## src/rtl/cqp_pkg.sv

```systemverilog
package cqp_pkg;
    localparam int ID_W    = 16;
    localparam int CODE_W  = 15;
    localparam int ENTRY_W = 128;

    typedef enum logic [1:0] {
        ST_WAIT  = 2'd0,
        ST_POST  = 2'd1,
        ST_RAISE = 2'd2
    } seq_state_t;

    typedef struct packed {
        logic [CODE_W-1:0] code;
        logic [ID_W-1:0]   cid;
        logic [ID_W-1:0]   sqid;
        logic [ID_W-1:0]   sqhd;
    } done_rec_t;

    localparam int REC_W = $bits(done_rec_t);
endpackage

```

## src/rtl/cqp_fifo.sv

```systemverilog
module cqp_fifo #(
    parameter int WIDTH = 8,
    parameter int DEPTH = 4
) (
    input  logic             clk,
    input  logic             rst_n,
    input  logic             push_i,
    input  logic [WIDTH-1:0] din_i,
    input  logic             pop_i,
    output logic [WIDTH-1:0] dout_o,
    output logic             empty_o,
    output logic             full_o
);
    localparam int PTR_W = (DEPTH > 1) ? $clog2(DEPTH) : 1;
    localparam int CNT_W = $clog2(DEPTH + 1);

    logic [WIDTH-1:0] mem_q [DEPTH];
    logic [PTR_W-1:0] wr_ptr_q, rd_ptr_q;
    logic [CNT_W-1:0] count_q;
    logic             do_push, do_pop;

    assign empty_o = (count_q == '0);
    assign full_o  = (count_q == CNT_W'(DEPTH));
    assign do_push = push_i && !full_o;
    assign do_pop  = pop_i && !empty_o;
    assign dout_o  = mem_q[rd_ptr_q];

    function automatic logic [PTR_W-1:0] bump(input logic [PTR_W-1:0] p);
        return (p == PTR_W'(DEPTH - 1)) ? '0 : p + 1'b1;
    endfunction

    always_ff @(posedge clk) begin
        if (!rst_n) begin
            wr_ptr_q <= '0;
            rd_ptr_q <= '0;
            count_q  <= '0;
        end else begin
            if (do_push) wr_ptr_q <= bump(wr_ptr_q);
            if (do_pop)  rd_ptr_q <= bump(rd_ptr_q);
            if (do_push && !do_pop)      count_q <= count_q + 1'b1;
            else if (do_pop && !do_push) count_q <= count_q - 1'b1;
        end
    end

    always_ff @(posedge clk) begin
        if (do_push) mem_q[wr_ptr_q] <= din_i;
    end
endmodule

```

## src/rtl/cqp_ring.sv

```systemverilog
module cqp_ring #(
    parameter int PTR_W = 16
) (
    input  logic             clk,
    input  logic             rst_n,
    input  logic             create_i,
    input  logic [PTR_W-1:0] qsize_m1_i,
    input  logic             advance_i,
    input  logic             head_wr_i,
    input  logic [PTR_W-1:0] head_val_i,
    output logic [PTR_W-1:0] tail_o,
    output logic [PTR_W-1:0] head_o,
    output logic [PTR_W-1:0] size_m1_o,
    output logic             phase_o,
    output logic             full_o
);
    logic [PTR_W-1:0] size_m1_q, tail_q, head_q, tail_nxt;
    logic             phase_q, tail_last;

    assign tail_last = (tail_q == size_m1_q);
    assign tail_nxt  = tail_last ? '0 : tail_q + 1'b1;
    assign full_o    = (tail_nxt == head_q);
    assign tail_o    = tail_q;
    assign head_o    = head_q;
    assign size_m1_o = size_m1_q;
    assign phase_o   = phase_q;

    always_ff @(posedge clk) begin
        if (!rst_n) begin
            size_m1_q <= '0;
            tail_q    <= '0;
            head_q    <= '0;
            phase_q   <= 1'b1;
        end else if (create_i) begin
            size_m1_q <= qsize_m1_i;
            tail_q    <= '0;
            head_q    <= '0;
            phase_q   <= 1'b1;
        end else begin
            if (advance_i) begin
                tail_q <= tail_nxt;
                if (tail_last) phase_q <= ~phase_q;
            end
            if (head_wr_i && (head_val_i <= size_m1_q)) head_q <= head_val_i;
        end
    end
endmodule

```

## src/rtl/cq_post_engine.sv

```systemverilog
module cq_post_engine #(
    parameter int ADDR_W     = 64,
    parameter int FIFO_DEPTH = 4,
    parameter int ENTRY_EXP  = 4
) (
    input  logic                       clk,
    input  logic                       rst_n,
    input  logic                       create_i,
    input  logic [ADDR_W-1:0]          cfg_base_i,
    input  logic [15:0]                cfg_qsize_i,
    input  logic                       cfg_irq_en_i,
    input  logic                       rec_valid_i,
    output logic                       rec_ready_o,
    input  logic [15:0]                rec_cid_i,
    input  logic [15:0]                rec_sqid_i,
    input  logic [15:0]                rec_sqhd_i,
    input  logic [14:0]                rec_code_i,
    input  logic                       head_wr_i,
    input  logic [15:0]                head_val_i,
    output logic                       wr_valid_o,
    input  logic                       wr_ready_i,
    output logic [ADDR_W-1:0]          wr_addr_o,
    output logic [cqp_pkg::ENTRY_W-1:0] wr_data_o,
    output logic                       irq_o
);
    import cqp_pkg::*;

    localparam int PTR_W = ID_W;

    seq_state_t        state_q, state_d;
    logic [ADDR_W-1:0] base_q;
    logic              irq_en_q;
    logic              posted_q;

    done_rec_t         in_rec, head_rec;
    logic [REC_W-1:0]  head_bits;
    logic              fifo_empty, fifo_full, pop;
    logic [PTR_W-1:0]  tail, head, size_m1;
    logic              phase, ring_full, advance;

    assign in_rec = '{code: rec_code_i, cid: rec_cid_i,
                      sqid: rec_sqid_i, sqhd: rec_sqhd_i};
    assign rec_ready_o = !fifo_full;

    cqp_fifo #(.WIDTH(REC_W), .DEPTH(FIFO_DEPTH)) u_fifo (
        .clk     (clk),
        .rst_n   (rst_n),
        .push_i  (rec_valid_i),
        .din_i   (in_rec),
        .pop_i   (pop),
        .dout_o  (head_bits),
        .empty_o (fifo_empty),
        .full_o  (fifo_full)
    );
    assign head_rec = done_rec_t'(head_bits);

    cqp_ring #(.PTR_W(PTR_W)) u_ring (
        .clk        (clk),
        .rst_n      (rst_n),
        .create_i   (create_i),
        .qsize_m1_i (cfg_qsize_i),
        .advance_i  (advance),
        .head_wr_i  (head_wr_i),
        .head_val_i (head_val_i),
        .tail_o     (tail),
        .head_o     (head),
        .size_m1_o  (size_m1),
        .phase_o    (phase),
        .full_o     (ring_full)
    );

    // next-state selection
    always_comb begin
        state_d = state_q;
        unique case (state_q)
            ST_WAIT: begin
                if (!fifo_empty && !ring_full) state_d = ST_POST;   // start
                else if (posted_q)             state_d = ST_RAISE;  // run-end
            end
            ST_POST:  if (wr_ready_i) state_d = ST_WAIT;           // accepted
            ST_RAISE: state_d = ST_WAIT;                            // notified
            default:  state_d = ST_WAIT;
        endcase
    end

    always_ff @(posedge clk) begin
        if (!rst_n || create_i) state_q <= ST_WAIT;
        else                    state_q <= state_d;
    end

    // outputs of the sequencer
    always_comb begin
        wr_valid_o = 1'b0;
        advance    = 1'b0;
        irq_o      = 1'b0;
        unique case (state_q)
            ST_WAIT:  ;
            ST_POST: begin
                wr_valid_o = 1'b1;
                advance    = wr_ready_i;
            end
            ST_RAISE: irq_o = irq_en_q;
            default:  ;
        endcase
    end
    assign pop = advance;

    always_ff @(posedge clk) begin
        if (!rst_n) begin
            base_q   <= '0;
            irq_en_q <= 1'b0;
            posted_q <= 1'b0;
        end else if (create_i) begin
            base_q   <= cfg_base_i;
            irq_en_q <= cfg_irq_en_i;
            posted_q <= 1'b0;
        end else if (advance) begin
            posted_q <= 1'b1;
        end else if (state_q == ST_RAISE) begin
            posted_q <= 1'b0;
        end
    end

    assign wr_addr_o = base_q + (ADDR_W'(tail) << ENTRY_EXP);
    assign wr_data_o = {head_rec.code, phase, head_rec.cid, head_rec.sqid,
                        head_rec.sqhd, 64'h0};
endmodule

```

## config.mk

```make
export PLATFORM = sky130hd
export DESIGN_NAME = cq_post_engine
export DESIGN_NICKNAME = d
export VERILOG_FILES = /design/src/rtl/cqp_pkg.sv /design/src/rtl/cqp_fifo.sv /design/src/rtl/cqp_ring.sv /design/src/rtl/cq_post_engine.sv
export SDC_FILE = /design/constraint.sdc
export NUM_CORES = 1
export LEC_CHECK = 0
export ABC_CLOCK_PERIOD_IN_PS = 3260
export BUFFER_PORTS_ARGS = -buffer_cell sky130_fd_sc_hd__clkbuf_2
export CAP_MARGIN = 10
export CORE_MARGIN = 5
export CORE_UTILIZATION = 38
export DETAILED_ROUTE_END_ITERATION = 16
export PLACE_DENSITY = 0.65
export SLEW_MARGIN = 10
export SYNTH_ARGS = -nofsm -noshare
export SYNTH_HDL_FRONTEND = slang
export SYNTH_SLANG_ARGS = --single-unit
export TNS_END_PERCENT = 100
```

## constraint.sdc

```tcl
create_clock -name clk -period 3.26 [get_ports clk]
set_input_delay 0.652 -clock clk [delete_from_list [all_inputs] [get_ports clk]]
set_output_delay 0.652 -clock clk [all_outputs]
set_load 0.01 [all_outputs]
```

==> results of run 1 <==
worst max path at each step:
stage	to	slack, ns	cells past startpoint
3_3_place_gp	wr_addr_o[50]	-0.10	13
2_1_floorplan	wr_addr_o[62]	0.03	11
5_1_grt	wr_addr_o[40]	-0.72	12
6_report	wr_addr_o[52]	-0.57	13
4_1_cts	wr_addr_o[56]	-0.57	13
3_5_place_dp	wr_addr_o[56]	-0.18	13
worst max-delay path: cells and delay by family, from the launching register on:
kind | cells | cell delay, ns
AOI/OAI and AO/OA | 6 | 1.02
adders and majority gates | 2 | 0.51
buffers and inverters | 3 | 0.50
DFF | 1 | 0.33
xor gates and xnor gates | 1 | 0.18
and+or+nand+nor | 1 | 0.07
state kept, by name, summed over array words and instances (netlist names), named ones only:
signal            count
u_fifo.wr_ptr_q       2
u_ring.tail_o        16
u_fifo.mem_q        252
u_ring.size_m1_o     16
u_fifo.count_q        3
u_fifo.rd_ptr_q       2
posted_q              1
base_q               64
u_ring.phase_o        1
u_ring.head_o        16
irq_en_q              1
state_q               2
cell families (layout without fill, tap and decap cells):
| kind of cell | after synthesis | in the layout |
|---|---|---|
| DFF | 378 | 378 |
| AOI/OAI and AO/OA | 125 | 125 |
| and+or+nand+nor | 341 | 341 |
| buffers and inverters | 173 | 509 |
| muxes | 165 | 165 |
| other | 1 | 67 |
| xor gates and xnor gates | 99 | 99 |
| adders and majority gates | 41 | 41 |
per-stage QoR:
step / cells / hold slack, ns / setup TNS, ns / worst slack [ns]
floorplan: 1386 / 0.449 / 0 / 0.0295
global placement: 2221 / 0.466 / -1.40 / -0.103
detailed placement: 2221 / 0.490 / -3.20 / -0.183
CTS: 2312 / 0.244 / -22.02 / -0.571
global route: 2323 / 0.266 / -26.09 / -0.720
finish: 2325 / 0.299 / -19.91 / -0.572
per-layer routing:
layer / GRT usage (%) / up-vias / wire length (µm)
met5: 0 / - / 38
met4: 5.11 / 6 / 1090
met3: 4.87 / 70 / 3720
met2: 27.1 / 407 / 21000
met1: 22.1 / 5711 / 18500
li1: - / 5471 / -
cells in the mapped netlist (all sizes together), types with 3 or more instances:
cell type,instances
a21o,10
nand2,44
nand3b,4
dfxtp,126
xor2,32
mux2i,101
xnor2,67
nand3,23
mux4,63
o21a,6
nor3,32
or4,3
o32ai,3
or2,4
and2,4
and3,20
a31oi,4
o311ai,3
a21oi,43
nand4,23
nor2,66
edfxtp,252
ha,39
o21bai,6
nor2b,89
inv,43
or3,4
buf,98
nor4,15
nand2b,5
clkbuf,32
o21ai,28
final cells by class:
class	count	area (µm²)	area share, %
Inverter	43	161	0.728
Sequential cell	378	10100	45.6
Timing Repair Buffer	386	2350	10.6
Clock inverter	27	304	1.37
Antenna cell	3	7.51	0.0339
Clock buffer	53	1130	5.12
Multi-Input combinational cell	835	7340	33.1
Tap cell	600	751	3.39
power groups by stage:
stage / logic (mW) / clock network [mW] / registers [mW]
global route: 1.90 / 5.21 / 5.76
CTS: 1.76 / 5.00 / 5.73
finish: 1.73 / 4.83 / 5.73
detailed placement: 1.74 / 0 / 5.82
floorplan: 1.09 / 0 / 5.78
global placement: 1.71 / 0 / 5.79
what timing repair did:
action,CTS,global route
pin swaps,35,41
setup buffers,9,11
gates cloned,2,0
gates resized for setup,78,106
endpoints found under the setup margin,53,53
==> summary.txt, run 1 <==
ANT nets after route = 0
Height of the die = 225 µm
Clock-pin slew reported for the worst setup and hold paths after clock tree synthesis = 0.06 ns
Sequential share of power = 46.6%
Post-layout power = 12.3 mW
Via count of the first global-routing pass = 11,700
Cell Area, Placed = 19,900 µm²
Simple-gate portion of the synthesized area = 10.8%
Critical Path RT = 2.61 ns
Share of Yosys cell area claimed by the top area cell type = 43.1%
Clock tree skew after final layout = 0.0287 ns
Pwr per Cell Area = 555 nW/µm²
Final setup viols = 50
Failing checks = negative setup slack
Flop-to-flop setup slack = 0.50 ns
Number of buffers added to fix hold violations after cts = 0
Rel. slew slack = 36.7%
CP endpoint kind = output pin
Main combinational cell family by area after synthesis = multiplexers
Layout area overhead = 26.2%
Max-slew violation count = 0
Status = complete, but fails checks
Final core utilization = 48.6%
Top cell by count, worst path = sky130_fd_sc_hd__a21oi_2
Post-synthesis cell type count = 66
Number of max-cap violations = 0
Antenna violations before repair = 5
Internal power = 9.15 mW
Number of input and output port buffers inserted = 296
XOR/XNOR share of the synthesized area = 4.94%
Crit-path cells = ha_4 -> fa_2 -> a21o_1 -> a21oi_2 -> o21bai_1 -> a21oi_2 -> o21ai_2 -> buf_6 -> o41ai_4 -> buf_12 -> nor4_1 -> xor2_1 -> buf_2
Worst setup path category = register to output pin
Top library cells by usage in the layout, fill and taps aside = sky130_fd_sc_hd__edfxtp_1, sky130_fd_sc_hd__clkbuf_2, sky130_fd_sc_hd__dfxtp_1
Number of sinks handled by clock tree synthesis = 378
Final routed wirelength across all metal layers = 44.3 mm
Final Worst Setup Slack = -0.572 ns
CP peak stage delay = 0.34 ns
Gate count after technology mapping = 1,323
Min-Delay Path Depth = 1
Proportion of power drawn by the clock network = 39.3%
Number of placement rows = 78
Hold path endpoint = u_fifo.mem_q[1][51]$_DFFE_PP_
Final instance area = 22,200 µm²
Global-route wire length before repair = 66.9 mm
Synthesized-area fraction occupied by adder cells = 3.01%
# fillers = 3,985
Count of nets after finishing = 1,895
Synth area leaders = sky130_fd_sc_hd__edfxtp_1, sky130_fd_sc_hd__dfxtp_1, sky130_fd_sc_hd__mux4_2
Yosys warnings = 0
Startpoint of the worst setup timing path = base_q[4]$_SDFFE_PN0P_
Leading cell type in the layout, fill and taps excluded = sky130_fd_sc_hd__edfxtp_1
First-pass iteration count of the detailed router = 4
Worst reg2reg startpoint = u_ring.tail_o[1]$_SDFFE_PP0P_
Fraction of layout cells with a size suffix above 1 = 36.1%
Area leader, netlist = sky130_fd_sc_hd__edfxtp_1
Time the worst path needs with I/O delays and setup = 3.83 ns
First DRT Iteration DRCs = 632
Netlist area before placement = 17,600 µm²
Fraction of the cycle the final worst path needs = 118%
Highest attainable clock frequency = 0.261 GHz
Floorplan core area = 45,600 µm²
Dominant synthesized flop cell = sky130_fd_sc_hd__edfxtp_1
Number of DRC violations after detailed routing = 0
Async set-reset flop share out of synthesis = 0%
Sequential-to-total area share from yosys stat = 57.5%
Switching power = 3.15 mW
Pleak = 8.85 nW
Final global-route overflow total = 0
Slew @ Worst Pin = 0.947 ns
Effective utilization at floorplan = 38.5%
Critical-path top delay cell = sky130_fd_sc_hd__fa_2
CTS tree = built
Worst VDD drop = 0.000654 V
Worst EP arrival = 3.18 ns
Insertion delay of the later-clocked pin in the worst-skew pair = 0.58 ns
RSZ-0062 raised after global routing = yes
Flops & latches, synth = 378
Placer congestion estimate = 0.869
Total number of H-tree levels = 2
Die area = 50,600 µm²
Final count of hold timing violations = 0
Pin count of the biggest net entering global routing = 89
Post-Syn Area per Cell = 13.3 µm²
Maximum fanout encountered on the critical timing path = 14
Maximum root-to-sink buffer count = 3
Critical register-to-register path endpoint = state_q[0]$_SDFFE_PP0P_
Number of flops mapped to enable cells by yosys = 252
Routed len/inst = 19.1 µm
Total routing usage reported by global routing = 16.8%
Hold path startpoint = rec_code_i[3]
FF-to-FF path depth = 11
CTS Root Cell = sky130_fd_sc_hd__clkbuf_16
Share of total power consumed by net switching = 25.6%
I/O Pins = 361
Overall via count from detail_route = 11,700
Mux cell area share after synthesis = 13.9%
Combinational fraction of design power = 14.1%
Routed vias/inst = 5.02
Worst Setup Start Kind = register
Worst Hold Class = input pin to register
Total clock buffers created by CTS = 44
Compound-Gate Fraction of Synth Area = 4.50%
Final HPWL from detailed placement = 29.7 mm
Die span in x = 225 µm
No activity file was read; power rests on OpenSTA's default activity.
==> run 2: changes to the inputs <==
==> constraint.sdc (replaced) <==
create_clock -name clk -period 3.26 [get_ports clk]
set_input_delay 0.652 -clock clk [delete_from_list [all_inputs] [get_ports clk]]
set_output_delay 0.652 -clock clk [all_outputs]
set_load 0.005 [all_outputs]
==> run 2 against run 1 <==
Effect of this change: the flow still finishes with violations (negative setup slack); sequential cell count did not move; clock-buffer cell count fell by 1; worst setup slack got worse by 0.042 ns.
==> summary.txt, run 2 (same netlist as run 1, synthesis figures left out) <==
Buffers and inverters on the worst path = 4
Clock-pin slew reported for the worst setup and hold paths after clock tree synthesis = 0.06 ns
Final setup viols = 50
Insertion delay of the later-clocked pin in the worst-skew pair = 0.56 ns
Highest attainable clock frequency = 0.258 GHz
Count of nets after finishing = 1,903
I/O Pins = 361
Rel. slew slack = 45.0%
RSZ-0062 raised after global routing = yes
Die span in x = 225 µm
Number of DRC violations after detailed routing = 0
Fraction of the cycle the final worst path needs = 119%
Clock tree skew after final layout = 0.0181 ns
Final routed wirelength across all metal layers = 44.1 mm
Number of max-cap violations = 0
Total number of H-tree levels = 2
CP endpoint kind = output pin
Overall via count from detail_route = 11,600
Layout area overhead = 26.9%
Hold path startpoint = rec_cid_i[14]
Number of flip-flops in the largest register = 252
Critical-path top delay cell = sky130_fd_sc_hd__dfxtp_2
Final Worst Setup Slack = -0.615 ns
Crit-path cells = ha_4 -> fa_2 -> a21o_1 -> a21oi_2 -> o21bai_1 -> a21oi_2 -> o21ai_2 -> buf_4 -> o41ai_2 -> buf_4 -> buf_6 -> nor4_2 -> xnor2_1 -> buf_2
Total clock buffers created by CTS = 43
Total routing usage reported by global routing = 16.5%
Hold Worst Slack = 0.313 ns
Critical Path RT = 2.61 ns
Pin count of the biggest net entering global routing = 89
Die area = 50,600 µm²
Number of buffers added to fix hold violations after cts = 0
Number of sinks handled by clock tree synthesis = 378
Final HPWL from detailed placement = 30.7 mm
CTS Root Cell = sky130_fd_sc_hd__clkbuf_16
First-pass iteration count of the detailed router = 5
Number of input and output port buffers inserted = 296
Routed len/inst = 18.9 µm
Via count of the first global-routing pass = 11,700
Maximum root-to-sink buffer count = 3
Top library cells by usage in the layout, fill and taps aside = sky130_fd_sc_hd__clkbuf_2, sky130_fd_sc_hd__edfxtp_1, sky130_fd_sc_hd__dfxtp_1
Flop-to-flop setup slack = 0.39 ns
Placed cell count = 2,225
FF-to-FF path depth = 11
Maximum fanout encountered on the critical timing path = 7
Antenna violations before repair = 5
Worst EP arrival = 3.22 ns
Slew @ Worst Pin = 0.825 ns
Time the worst path needs with I/O delays and setup = 3.87 ns
Worst setup path category = register to output pin
Global-route wire length before repair = 66.5 mm
ANT nets after route = 0
Status = complete, but fails checks
Register ranked first by flip-flop count = u_fifo.mem_q
Floorplan core area = 45,600 µm²
Post-Place Setup Slack = -0.249 ns
Final count of hold timing violations = 0
Routed vias/inst = 4.98
Post-layout power = 12.6 mW
Effective utilization at floorplan = 38.5%
Hold path endpoint = u_fifo.mem_q[1][46]$_DFFE_PP_
Fraction of layout cells with a size suffix above 1 = 36.3%
Registers with the most flip-flops = u_fifo.mem_q: 252 flops, base_q: 64 flops
Critical register-to-register path endpoint = state_q[0]$_SDFFE_PP0P_
Pleak = 8.94 nW
Worst VDD drop = 0.000412 V
Worst Setup Start Kind = register
Placer congestion estimate = 0.872
Worst reg2reg startpoint = u_ring.tail_o[1]$_SDFFE_PP0P_
Pwr per Cell Area = 567 nW/µm²
Final standard cell count with taps included and fillers excluded = 2,334
CTS tree = built
Min-Delay Path Depth = 1
CP delay by family, top = compound AO/OA/AOI/OAI gates
Max-slew violation count = 0
CP peak stage delay = 0.33 ns
Number of placement rows = 78
Failing checks = negative setup slack
First DRT Iteration DRCs = 546
Height of the die = 225 µm
Final global-route overflow total = 0
Worst Hold Class = input pin to register
run 2: report_power, final:
part	switching [mW]	internal (mW)	leakage (nW)	total, mW
clock	1.96	3.31	0.764	5.26
combinational	0.865	0.769	4.83	1.63
sequential	0.167	5.56	3.35	5.72
run 2: area by class of cell:
cell class                 count  area, µm²
sequential                   378      10100
clock inverter                28        432
clock buffer                  52       1140
multi-input combinational    835       7250
antenna                        3       7.51
tap                          600        751
timing repair buffer         395       2430
fill                        3957      23300
inverter                      43        161
run 2: worst max-delay path by stage:
stage	end	slack (ns)	cells after the start	from
4_1_cts	wr_addr_o[56]	-0.64	13	base_q[4]$_SDFFE_PN0P_
2_1_floorplan	wr_addr_o[62]	0.001	11	base_q[4]$_SDFFE_PN0P_
6_report	wr_addr_o[50]	-0.61	14	base_q[4]$_SDFFE_PN0P_
3_5_place_dp	wr_addr_o[56]	-0.25	13	base_q[4]$_SDFFE_PN0P_
3_3_place_gp	wr_addr_o[56]	-0.21	13	base_q[4]$_SDFFE_PN0P_
5_1_grt	wr_addr_o[50]	-0.80	14	base_q[4]$_SDFFE_PN0P_
run 2: what timing repair did:
item,4_1_cts,5_1_grt
endpoints found under the setup margin,52,53
resized for setup,44,123
gates cloned,1,0
setup buffers,12,16
pin swaps,26,41
run 2: per-layer routing:
metal  global-route usage (%)  vias to the layer above  wire [µm]
met5                        0                        -         27
met4                     4.12                        4       1000
met3                     5.09                       74       3490
met2                     26.8                      383      21100
met1                     21.9                     5660      18500
li1                         -                     5502          -
run 2: through the flow:
| stage | utilization, % | cell area (µm²) | setup TNS [ns] |
|---|---|---|---|
| global route | 48.9 | 22300 | -28.90 |
| detailed placement | 43.7 | 19900 | -3.64 |
| CTS | 47.8 | 21800 | -24.01 |
| global placement | 43.7 | 19900 | -2.61 |
| floorplan | - | 17800 | 0 |
| finish | 48.9 | 22300 | -21.24 |
run 2: worst reg2reg max path, cell delays in order, from the launching register on:
cell and delay (ns):
sky130_fd_sc_hd__dfxtp_2 0.35, sky130_fd_sc_hd__buf_6 0.11, sky130_fd_sc_hd__buf_4 0.14, sky130_fd_sc_hd__ha_1 0.32, sky130_fd_sc_hd__nand4_1 0.25, sky130_fd_sc_hd__nor3_1 0.30, sky130_fd_sc_hd__xnor2_1 0.27, sky130_fd_sc_hd__xnor2_1 0.11
sky130_fd_sc_hd__o31ai_1 0.20, sky130_fd_sc_hd__o211ai_1 0.13, sky130_fd_sc_hd__nor4b_2 0.45, sky130_fd_sc_hd__o21ai_1 0.12
